--- config.mk ---
export PLATFORM = sky130hd
export DESIGN_NAME = wiper_step_sequencer
export DESIGN_NICKNAME = d
export VERILOG_FILES = /design/src/rtl/wss_pkg.sv /design/src/rtl/wss_interval_timer.sv /design/src/rtl/wss_step_counter.sv /design/src/rtl/wiper_step_sequencer.sv
export SDC_FILE = /design/constraint.sdc
export NUM_CORES = 1
export LEC_CHECK = 0
export BUFFER_PORTS_ARGS = -buffer_cell sky130_fd_sc_hd__clkbuf_2
export CAP_MARGIN = 5
export CORE_ASPECT_RATIO = 2
export CORE_UTILIZATION = 53
export CTS_CLUSTER_SIZE = 14
export DETAILED_ROUTE_END_ITERATION = 12
export GPL_TIMING_DRIVEN = 0
export HOLD_SLACK_MARGIN = 0.08
export PLACE_DENSITY_LB_ADDON = 0.05
export SLEW_MARGIN = 0
export SYNTH_ARGS = -nofsm -noshare
export SYNTH_HDL_FRONTEND = slang
export SYNTH_SLANG_ARGS = --single-unit
export TNS_END_PERCENT = 50
--- constraint.sdc ---
create_clock -name clk -period 2.28 [get_ports clk]
set_clock_uncertainty 0.05 [all_clocks]
set_input_delay 0.342 -clock clk [delete_from_list [all_inputs] [get_ports clk]]
set_output_delay 0.342 -clock clk [all_outputs]
set_load 0.02 [all_outputs]
--- src/rtl/wss_pkg.sv ---
package wss_pkg;

    typedef enum logic [2:0] {
        ST_IDLE,
        ST_ARM,
        ST_SETUP,
        ST_LOW,
        ST_HIGH,
        ST_HOLD,
        ST_RELEASE
    } wss_state_e;

    // ceiling of ns * hz / 1e9, never below one cycle
    function automatic int unsigned ns_to_cycles(input longint unsigned hz,
                                                 input longint unsigned ns);
        longint unsigned c;
        c = (hz * ns + 64'd999_999_999) / 64'd1_000_000_000;
        if (c == 0) c = 1;
        return c[31:0];
    endfunction

    function automatic int unsigned max2(input int unsigned a, input int unsigned b);
        return (a > b) ? a : b;
    endfunction

endpackage

--- src/rtl/wss_interval_timer.sv ---
module wss_interval_timer #(
    parameter int unsigned W = 8
) (
    input  logic         clk,
    input  logic         rst_n,
    input  logic         load,
    input  logic [W-1:0] load_val,
    output logic         expired
);
    logic [W-1:0] cnt_q;

    always_ff @(posedge clk or negedge rst_n) begin
        if (!rst_n)              cnt_q <= '0;
        else if (load)           cnt_q <= load_val;
        else if (cnt_q != '0)    cnt_q <= cnt_q - 1'b1;
    end

    assign expired = (cnt_q == '0);
endmodule

--- src/rtl/wss_step_counter.sv ---
module wss_step_counter #(
    parameter int unsigned W = 7
) (
    input  logic         clk,
    input  logic         rst_n,
    input  logic         load,
    input  logic [W-1:0] load_val,
    input  logic         dec,
    output logic         at_one,
    output logic         at_zero
);
    logic [W-1:0] rem_q;

    always_ff @(posedge clk or negedge rst_n) begin
        if (!rst_n)                     rem_q <= '0;
        else if (load)                  rem_q <= load_val;
        else if (dec && rem_q != '0)    rem_q <= rem_q - 1'b1;
    end

    assign at_one  = (rem_q == W'(1));
    assign at_zero = (rem_q == '0);
endmodule

--- src/rtl/wiper_step_sequencer.sv ---
module wiper_step_sequencer
    import wss_pkg::*;
#(
    parameter int unsigned CLK_HZ         = 50_000_000,
    parameter int unsigned STEP_W         = 7,
    parameter int unsigned SEL_SETUP_NS   = 100,
    parameter int unsigned DIR_SETUP_NS   = 50,
    parameter int unsigned DIR_HOLD_NS    = 100,
    parameter int unsigned PULSE_MIN_NS   = 250,
    parameter int unsigned STEP_PERIOD_NS = 1000,
    parameter int unsigned RELEASE_NS     = 1000,
    parameter int unsigned GAP_NOSTORE_NS = 100,
    parameter int unsigned GAP_STORE_NS   = 10_000_000
) (
    input  logic              clk,
    input  logic              rst_n,
    input  logic              cmd_valid,
    output logic              cmd_ready,
    input  logic              cmd_dir_up,
    input  logic [STEP_W-1:0] cmd_steps,
    input  logic              cmd_store,
    output logic              done,
    output logic              sel_n,
    output logic              inc_n,
    output logic              dir_up
);
    localparam int unsigned SU_CYC  = max2(ns_to_cycles(CLK_HZ, SEL_SETUP_NS),
                                           ns_to_cycles(CLK_HZ, DIR_SETUP_NS));
    localparam int unsigned HI_CYC  = ns_to_cycles(CLK_HZ, PULSE_MIN_NS);
    localparam int unsigned PER_CYC = ns_to_cycles(CLK_HZ, STEP_PERIOD_NS);
    localparam int unsigned LO_CYC  = max2(max2(HI_CYC, ns_to_cycles(CLK_HZ, DIR_HOLD_NS)),
                                           (PER_CYC > HI_CYC) ? PER_CYC - HI_CYC : 1);
    localparam int unsigned REL_CYC = ns_to_cycles(CLK_HZ, RELEASE_NS);
    localparam int unsigned GN_CYC  = ns_to_cycles(CLK_HZ, GAP_NOSTORE_NS);
    localparam int unsigned GS_CYC  = ns_to_cycles(CLK_HZ, GAP_STORE_NS);
    localparam int unsigned MAX_CYC = max2(max2(max2(SU_CYC, LO_CYC), max2(HI_CYC, REL_CYC)),
                                           max2(GN_CYC, GS_CYC));
    localparam int unsigned TW      = (MAX_CYC < 2) ? 1 : $clog2(MAX_CYC);

    wss_state_e    state_q, state_d;
    logic          store_q, zero_q;
    logic          accept, store_d, zero_d;
    logic          t_expired, rem_one, rem_zero;
    logic [TW-1:0] dur_m1;

    assign cmd_ready = (state_q == ST_IDLE);
    assign accept    = cmd_valid && cmd_ready;
    assign store_d   = accept ? cmd_store : store_q;
    assign zero_d    = accept ? (cmd_steps == '0) : zero_q;

    // next-state logic
    always_comb begin
        state_d = state_q;
        unique case (state_q)
            ST_IDLE:    if (accept) state_d = (cmd_steps == '0 && !cmd_store) ? ST_ARM : ST_SETUP;
            ST_ARM:     state_d = ST_SETUP;
            ST_SETUP:   if (t_expired) state_d = zero_q ? ST_HOLD : ST_LOW;
            ST_LOW:     if (t_expired) state_d = (rem_one && !store_q) ? ST_HOLD : ST_HIGH;
            ST_HIGH:    if (t_expired) state_d = rem_zero ? ST_HOLD : ST_LOW;
            ST_HOLD:    if (t_expired) state_d = ST_RELEASE;
            ST_RELEASE: if (t_expired) state_d = ST_IDLE;
            default:    state_d = ST_IDLE;
        endcase
    end

    // duration of the state being entered, minus one
    always_comb begin
        unique case (state_d)
            ST_SETUP:   dur_m1 = TW'(SU_CYC - 1);
            ST_LOW:     dur_m1 = TW'(LO_CYC - 1);
            ST_HIGH:    dur_m1 = TW'(HI_CYC - 1);
            ST_HOLD:    dur_m1 = TW'(REL_CYC - 1);
            ST_RELEASE: dur_m1 = store_d ? TW'(GS_CYC - 1) : TW'(GN_CYC - 1);
            default:    dur_m1 = '0;
        endcase
    end

    wss_interval_timer #(.W(TW)) u_timer (
        .clk      (clk),
        .rst_n    (rst_n),
        .load     (state_d != state_q),
        .load_val (dur_m1),
        .expired  (t_expired)
    );

    wss_step_counter #(.W(STEP_W)) u_steps (
        .clk      (clk),
        .rst_n    (rst_n),
        .load     (accept),
        .load_val (cmd_steps),
        .dec      (state_q == ST_LOW && t_expired),
        .at_one   (rem_one),
        .at_zero  (rem_zero)
    );

    // state register
    always_ff @(posedge clk or negedge rst_n) begin
        if (!rst_n) begin
            state_q <= ST_IDLE;
            store_q <= 1'b0;
            zero_q  <= 1'b0;
        end else begin
            state_q <= state_d;
            store_q <= store_d;
            zero_q  <= zero_d;
        end
    end

    // registered pin outputs, decoded from the state being entered
    always_ff @(posedge clk or negedge rst_n) begin
        if (!rst_n) begin
            sel_n  <= 1'b1;
            inc_n  <= 1'b1;
            dir_up <= 1'b0;
            done   <= 1'b0;
        end else begin
            if (accept) dir_up <= cmd_dir_up;
            done <= (state_q == ST_RELEASE) && t_expired;
            unique case (state_d)
                ST_IDLE:    begin sel_n <= 1'b1; inc_n <= 1'b1;                  end
                ST_ARM:     begin sel_n <= 1'b1; inc_n <= 1'b0;                  end
                ST_SETUP:   begin sel_n <= 1'b0; inc_n <= !(zero_d && !store_d); end
                ST_LOW:     begin sel_n <= 1'b0; inc_n <= 1'b0;                  end
                ST_HIGH:    begin sel_n <= 1'b0; inc_n <= 1'b1;                  end
                ST_HOLD:    begin sel_n <= 1'b0; inc_n <= store_d;               end
                ST_RELEASE: begin sel_n <= 1'b1; inc_n <= store_d;               end
                default:    begin sel_n <= 1'b1; inc_n <= 1'b1;                  end
            endcase
        end
    end
endmodule

Yosys cells after proc, flatten, opt, wreduce, memory -nomap -nowiden --
Index checks and enable logic that the tools add are counted.
Operators by class: muxes and demuxes 21, $add $sub $neg 2, reduce and logical (&&, ||, !) cells 22, equality and inequality tests 14
Operator list (number):
- $pmux W19 S5 | 1
- $mux W19 | 3
- $mux W3 | 8
- $pmux W3 S7 | 1
- $logic_not A19 Y1 | 1
- $reduce_bool A19 Y1 | 1
- $sub A19 B1 Y19 const B | 1
- $eq A3 B3 Y1 const B | 6
- $logic_not A7 Y1 | 2
- $mux W7 | 2
- $eq A3 B2 Y1 const B | 4
- $eq A7 B1 Y1 const B | 1
- $logic_and A1 B1 Y1 | 7
- $reduce_bool A7 Y1 | 1
- $sub A7 B1 Y7 const B | 1
- $eq A3 B1 Y1 const B | 2
- $logic_not A1 Y1 | 4
- $mux W1 | 4
- $reduce_bool A2 Y1 | 2
- $reduce_or A2 Y1 | 2
- $reduce_or A4 Y1 | 1
- $logic_not A3 Y1 | 1
- $ne A3 B3 Y1 | 1
- $pmux W1 S3 | 1
- $mux W2 | 1
Word-level totals: bits of input ports 12, output and inout port bits 5, register bits 35, logic and storage cells 68

Longest topological paths before layout --
word-level depth 8, gate-level depth with buffers 10

Modules after synthesis --
A second synthesis with hierarchy kept.
Unflattened totals: cell total of the unflattened synthesis 245, area total of the unflattened synthesis 2243.4 µm²
By module, submodules not included:
- wss_interval_timer | cells each 127, area each 1117.3 µm², seq. area each 475.5 µm², instances 1
- wiper_step_sequencer | cells each 59, area each 620.6 µm², seq. area each 227.7 µm², instances 1
- wss_step_counter | cells each 59, area each 505.5 µm², seq. area each 175.2 µm², instances 1

Worst setup path after synthesis --
OpenSTA, ideal clock, no wires.
path kind reg2reg, start reg u_timer.cnt_q[0], end reg u_timer.cnt_q[4], setup slack -164 ps, clock period less this slack 2444 ps, data arrival time 2263 ps, setup time 131 ps, cell stages (with the launch flop) 11, path buffers 1, cell sequence dfrtp_1 inv_1 ha_1 nor3b_1 nand3_1 or2_0 buf_2 a311oi_2 inv_2 mux2i_1 o22ai_1
Between the ends: cells in the longest elaborated chain, start to end 6, elaborated cells between the ends (all ways) 19
RTL lines:
- start, declared | RTL line wss_interval_timer.sv:10 | logic [W-1:0] cnt_q;
- start signal, assigned | RTL line wss_interval_timer.sv:14 | else if (load) cnt_q <= load_val;
- start signal, assigned | RTL line wss_interval_timer.sv:15 | else if (cnt_q != '0) cnt_q <= cnt_q - 1'b1;
- $logic_not A19 Y1 (*) | RTL line wss_interval_timer.sv:18 | assign expired = (cnt_q == '0);
- $mux W3 (on tied branches)
- $pmux W3 S7 (*) | RTL line wiper_step_sequencer.sv:54 | unique case (state_q)
- via state_d[0] | RTL line wiper_step_sequencer.sv:40 | wss_state_e state_q, state_d;
- $eq A3 B3 Y1 / $eq A3 B2 Y1 (equally long branches) | RTL line wiper_step_sequencer.sv:68 | unique case (state_d)
- $pmux W19 S5 | RTL line wiper_step_sequencer.sv:68
- $mux W19 | RTL line wss_interval_timer.sv:14
Mark *: on every way through the listed nets, which the timed path passes. The rest lies on a longest branch. The select of a mux whose other input is x is not followed. A chain may end at the register's enable or synchronous reset.

Worst setup path after layout --
start reg u_steps.rem_q[2], end reg inc_n
Between the ends: cells in the longest elaborated chain, start to end 8, elaborated cells between the ends (all ways) 16
RTL lines:
- start, declared | RTL line wss_step_counter.sv:12 | logic [W-1:0] rem_q;
- start signal, assigned | RTL line wss_step_counter.sv:16 | else if (load) rem_q <= load_val;
- start signal, assigned | RTL line wss_step_counter.sv:17 | else if (dec && rem_q != '0) rem_q <= rem_q - 1'b1;
- $eq A7 B1 Y1 | RTL line wss_step_counter.sv:20 | assign at_one = (rem_q == W'(1));
- $logic_and A1 B1 Y1 | RTL line wiper_step_sequencer.sv:58 | ST_LOW: if (t_expired) state_d = (rem_one && !store_q) ? ST_HOLD : ST_HIGH;
- $mux W1 | RTL line wiper_step_sequencer.sv:58
- $mux W3 | RTL line wiper_step_sequencer.sv:58
- $pmux W3 S7 (*) | RTL line wiper_step_sequencer.sv:54
- $eq A3 B3 Y1 (tied with other cells) | RTL line wiper_step_sequencer.sv:119 | unique case (state_d)
- $reduce_or A2 Y1 (no line)
- $pmux W1 S3 (*) | RTL line wiper_step_sequencer.sv:119
- end signal, assigned | RTL line wiper_step_sequencer.sv:120 | ST_IDLE: begin sel_n <= 1'b1; inc_n <= 1'b1; end
- end signal, assigned | RTL line wiper_step_sequencer.sv:121 | ST_ARM: begin sel_n <= 1'b1; inc_n <= 1'b0; end
- end signal, assigned | RTL line wiper_step_sequencer.sv:122 | ST_SETUP: begin sel_n <= 1'b0; inc_n <= !(zero_d && !store_d); end
- end, declared | RTL line wiper_step_sequencer.sv:24 | output logic inc_n,
Mark *: on every way between the ends. The rest lies on a longest branch, timed or not.

==> flow_summary.toml <==
[run_status]
status = "complete, but fails checks"
violations = "negative setup slack"

[synthesis]
synthArstFlopShare = 1.00
synth_top_area_cell = "dfrtp_1"
yosysUniqueCellTypes = 48
synthTopCellsByArea = "dfrtp_1 40%, xnor2_1 5.9%, xor2_1 4.2%"
ys_seq_elements = 35
synth_ff_type = "dfrtp_1"
synth_edf_count = 0
ys_seq_area_frac = 0.425
synth_cells = 218
yosysWarnings = 0
syn_area_per_cell_um2 = 9.47
synth_top_area_share = 0.400
syn_nets = 234
syn-cell-area_um2 = 2060

[worst_setup_path]
worstRegToRegCells = 7
start_kind = "flip-flop"
critical_path_class = "reg2reg"
required_ps = 2460
critPathMaxFanout = 3
crit_arrival_ps = 2690
end_kind = "flip-flop"

[clock_network]
cts_buffers = 5
cts_root_buffer = "clkbuf_8"
clockBufferDepth = 2
clkLatencyLatePin_ps = 300
clk_pin_slew_ps = 80
cts_num_sinks = 35
cts_tree = "yes"
ctsHtreeMaxLevel = 2

[timing]
timing.fmax_mhz = 399
hold_viol = 0
fin_crit_ps = 2500
fin_crit_sh = 1.10
maxSlewViolCount = 0
finalWorstSetupSlack_ps = -224
rsz0062_at_grt = "yes"
slew_headroom = 0.429
worst_slew_pin_slew_ps = 857
setup_viol = 18

[global_routing]
grt_pass1_vias = 1994
grt_max_degree = 36
grt_pass1_wl_um = 8810
overflow = 0
grt_usage = 0.296
antenna_found_initial = 0

[worst_hold_path]
hp-class = "in2async"

[detailed_routing]
dr.pass1.iters = 5
routedWlPerCell_um = 17.5
antenna_left = 0
drt-initial-drc-count = 41
wl_um = 5430
vias = 1802
drc = 0
viasPerCell = 5.81

[power_and_ir_drop]
switching_share = 0.393
p_leak_nw = 1.07
power_density_nw_per_um2 = 1040
pwr-share-clk = 0.208
power_switching_w = 0.00108
p_int_w = 0.00167
finalPower_w = 0.00275
p_seq_frac = 0.409
irDropWorstVdd_v = 0.000689
p_comb_frac = 0.383

[die]
fp.coreArea_um2 = 3680
die_area_um2 = 4160
rows = 31
die_h_um = 90.3
die_x_um = 46.1
boundaryPins = 17
initial_utilization = 0.560

[finish]
n_antenna_cell = 0
post-route-util = 0.717
areaGrowthSynthToFinish_pct = 28.0
layout-drive-gt1-share = 0.314
final_nets = 276

[job]
max-cap-violations = 0

[place]
place.gp.congestion = 0.854
numPortBuffers = 16
dp_hpwl_um = 3840
[cell families after synthesis]
kind of cell / Yosys count / share of synthesized area
flops: 35 / 0.425
xor+xnor: 24 / 0.102
simple gates: 93 / 0.250
mux: 5 / 0.0255
fa+ha+maj: 4 / 0.0242
compound gates: 38 / 0.135
buf+inv: 19 / 0.0382
[critical path: stages (launching register included)]
cell and delay (ps):
dfrtp_2 410, or4_4 520, or4_4 440, a2111oi_4 340, buf_4 190, a311oi_4 40, buf_4 160, o311a_1 290
[cell type report]
cell class | count | area [um2]
repair buffers | 36 | 234
fillers | 281 | 1040
multi-input cells | 164 | 1270
clock inverters | 3 | 43.8
clock buffers | 5 | 68.8
flip-flops and latches | 35 | 881
plain buffers | 6 | 35.0
well taps | 49 | 61.3
inverters | 12 | 45.0
[cell usage after synthesis (3+ instances only)]
master,instances
o21ai_0,17
nand4_1,4
dfrtp_1,33
mux2i_1,3
ha_1,4
inv_1,11
nor3_1,7
clkbuf_1,3
nor2b_1,4
nand2_1,23
nand3_1,6
nor4_1,8
xor2_1,10
or3_1,3
nand2b_1,4
buf_2,3
nor2_1,17
xnor2_1,14
o22ai_1,3
[metal layers]
layer | up-vias | part of all wire | track usage
li1 | 863 | - | -
met1 | 869 | 0.34 | 0.254
met2 | 44 | 0.57 | 0.531
met3 | 26 | 0.028 | 0.0600
met4 | 0 | 0.058 | 0.223
met5 | - | 0 | 0
[worst paths after layout]
path	from	end	slack, ps
min in group clk	cmd_steps[2]	u_steps.rem_q[2]	210
worst max register to register	u_steps.rem_q[2]	inc_n	-220
worst min-delay path	rst_n	u_steps.rem_q[3]	90
worst max-delay path	u_steps.rem_q[2]	inc_n	-220
max in group asynchronous	rst_n	u_steps.rem_q[2]	1510
worst min register to register	dir_up	dir_up	470
[through the flow]
step                      hold slack (ps)  TNS [ps]  worst slack, ps  instances  area, um2
final                                86.0     -1660             -224        310       2640
after global routing                  166     -4020             -307        310       2640
after CTS                             122     -2390             -217        307       2580
after detailed placement              442    -12490             -575        283       2230
after global placement                437     -9170             -478        283       2230
after floorplan                     -3.59     -1.33            -1.33        218       2090
[flip-flops by register name, indices dropped and copies added, names as in the netlist]
signal	flops
done	1
store_q	1
state_q	3
dir_up	1
u_timer.cnt_q	19
inc_n	1
u_steps.rem_q	7
sel_n	1
zero_q	1
[timing repair]
| item | 4_1_cts | 5_1_grt |
|---|---|---|
| endpoints found under the hold margin | 0 | 0 |
| resized for setup | 19 | 11 |
| hold buffers | 0 | 0 |
| setup endpoints to repair | 31 | 24 |
| pin swaps | 7 | 7 |
| setup buffers | 17 | 3 |
[cell usage in the layout (no fill, tap or decap), types with 3 or more instances in the layout]
| cell type | netlist | final |
|---|---|---|
| dfrtp_1 | 33 | 31 |
| nand2_1 | 23 | 23 |
| buf_4 | 1 | 22 |
| nor2_1 | 17 | 17 |
| o21ai_0 | 17 | 16 |
| clkbuf_2 | 0 | 16 |
| xnor2_1 | 14 | 14 |
| xor2_1 | 10 | 10 |
| inv_1 | 11 | 9 |
| nor3_1 | 7 | 6 |
| nor4_1 | 8 | 6 |
| clkbuf_8 | 0 | 5 |
| nor4_4 | 0 | 4 |
| nand4_1 | 4 | 4 |
| nand3_1 | 6 | 4 |
| inv_2 | 1 | 3 |
| nor2b_1 | 4 | 3 |
| nand2b_1 | 4 | 3 |
| o22ai_1 | 3 | 3 |
| or3_1 | 3 | 3 |
| ha_1 | 4 | 3 |
[power groups by stage]
stage | registers, W | clock network (W) | logic (W)
2_1_floorplan | 0.00106 | 0 | 0.000626
3_3_place_gp | 0.00109 | 0 | 0.000788
3_5_place_dp | 0.00110 | 0 | 0.000816
4_1_cts | 0.00112 | 0.000581 | 0.000974
5_1_grt | 0.00115 | 0.000604 | 0.00115
6_report | 0.00112 | 0.000571 | 0.00105
Power figures use the tool's default switching activity.
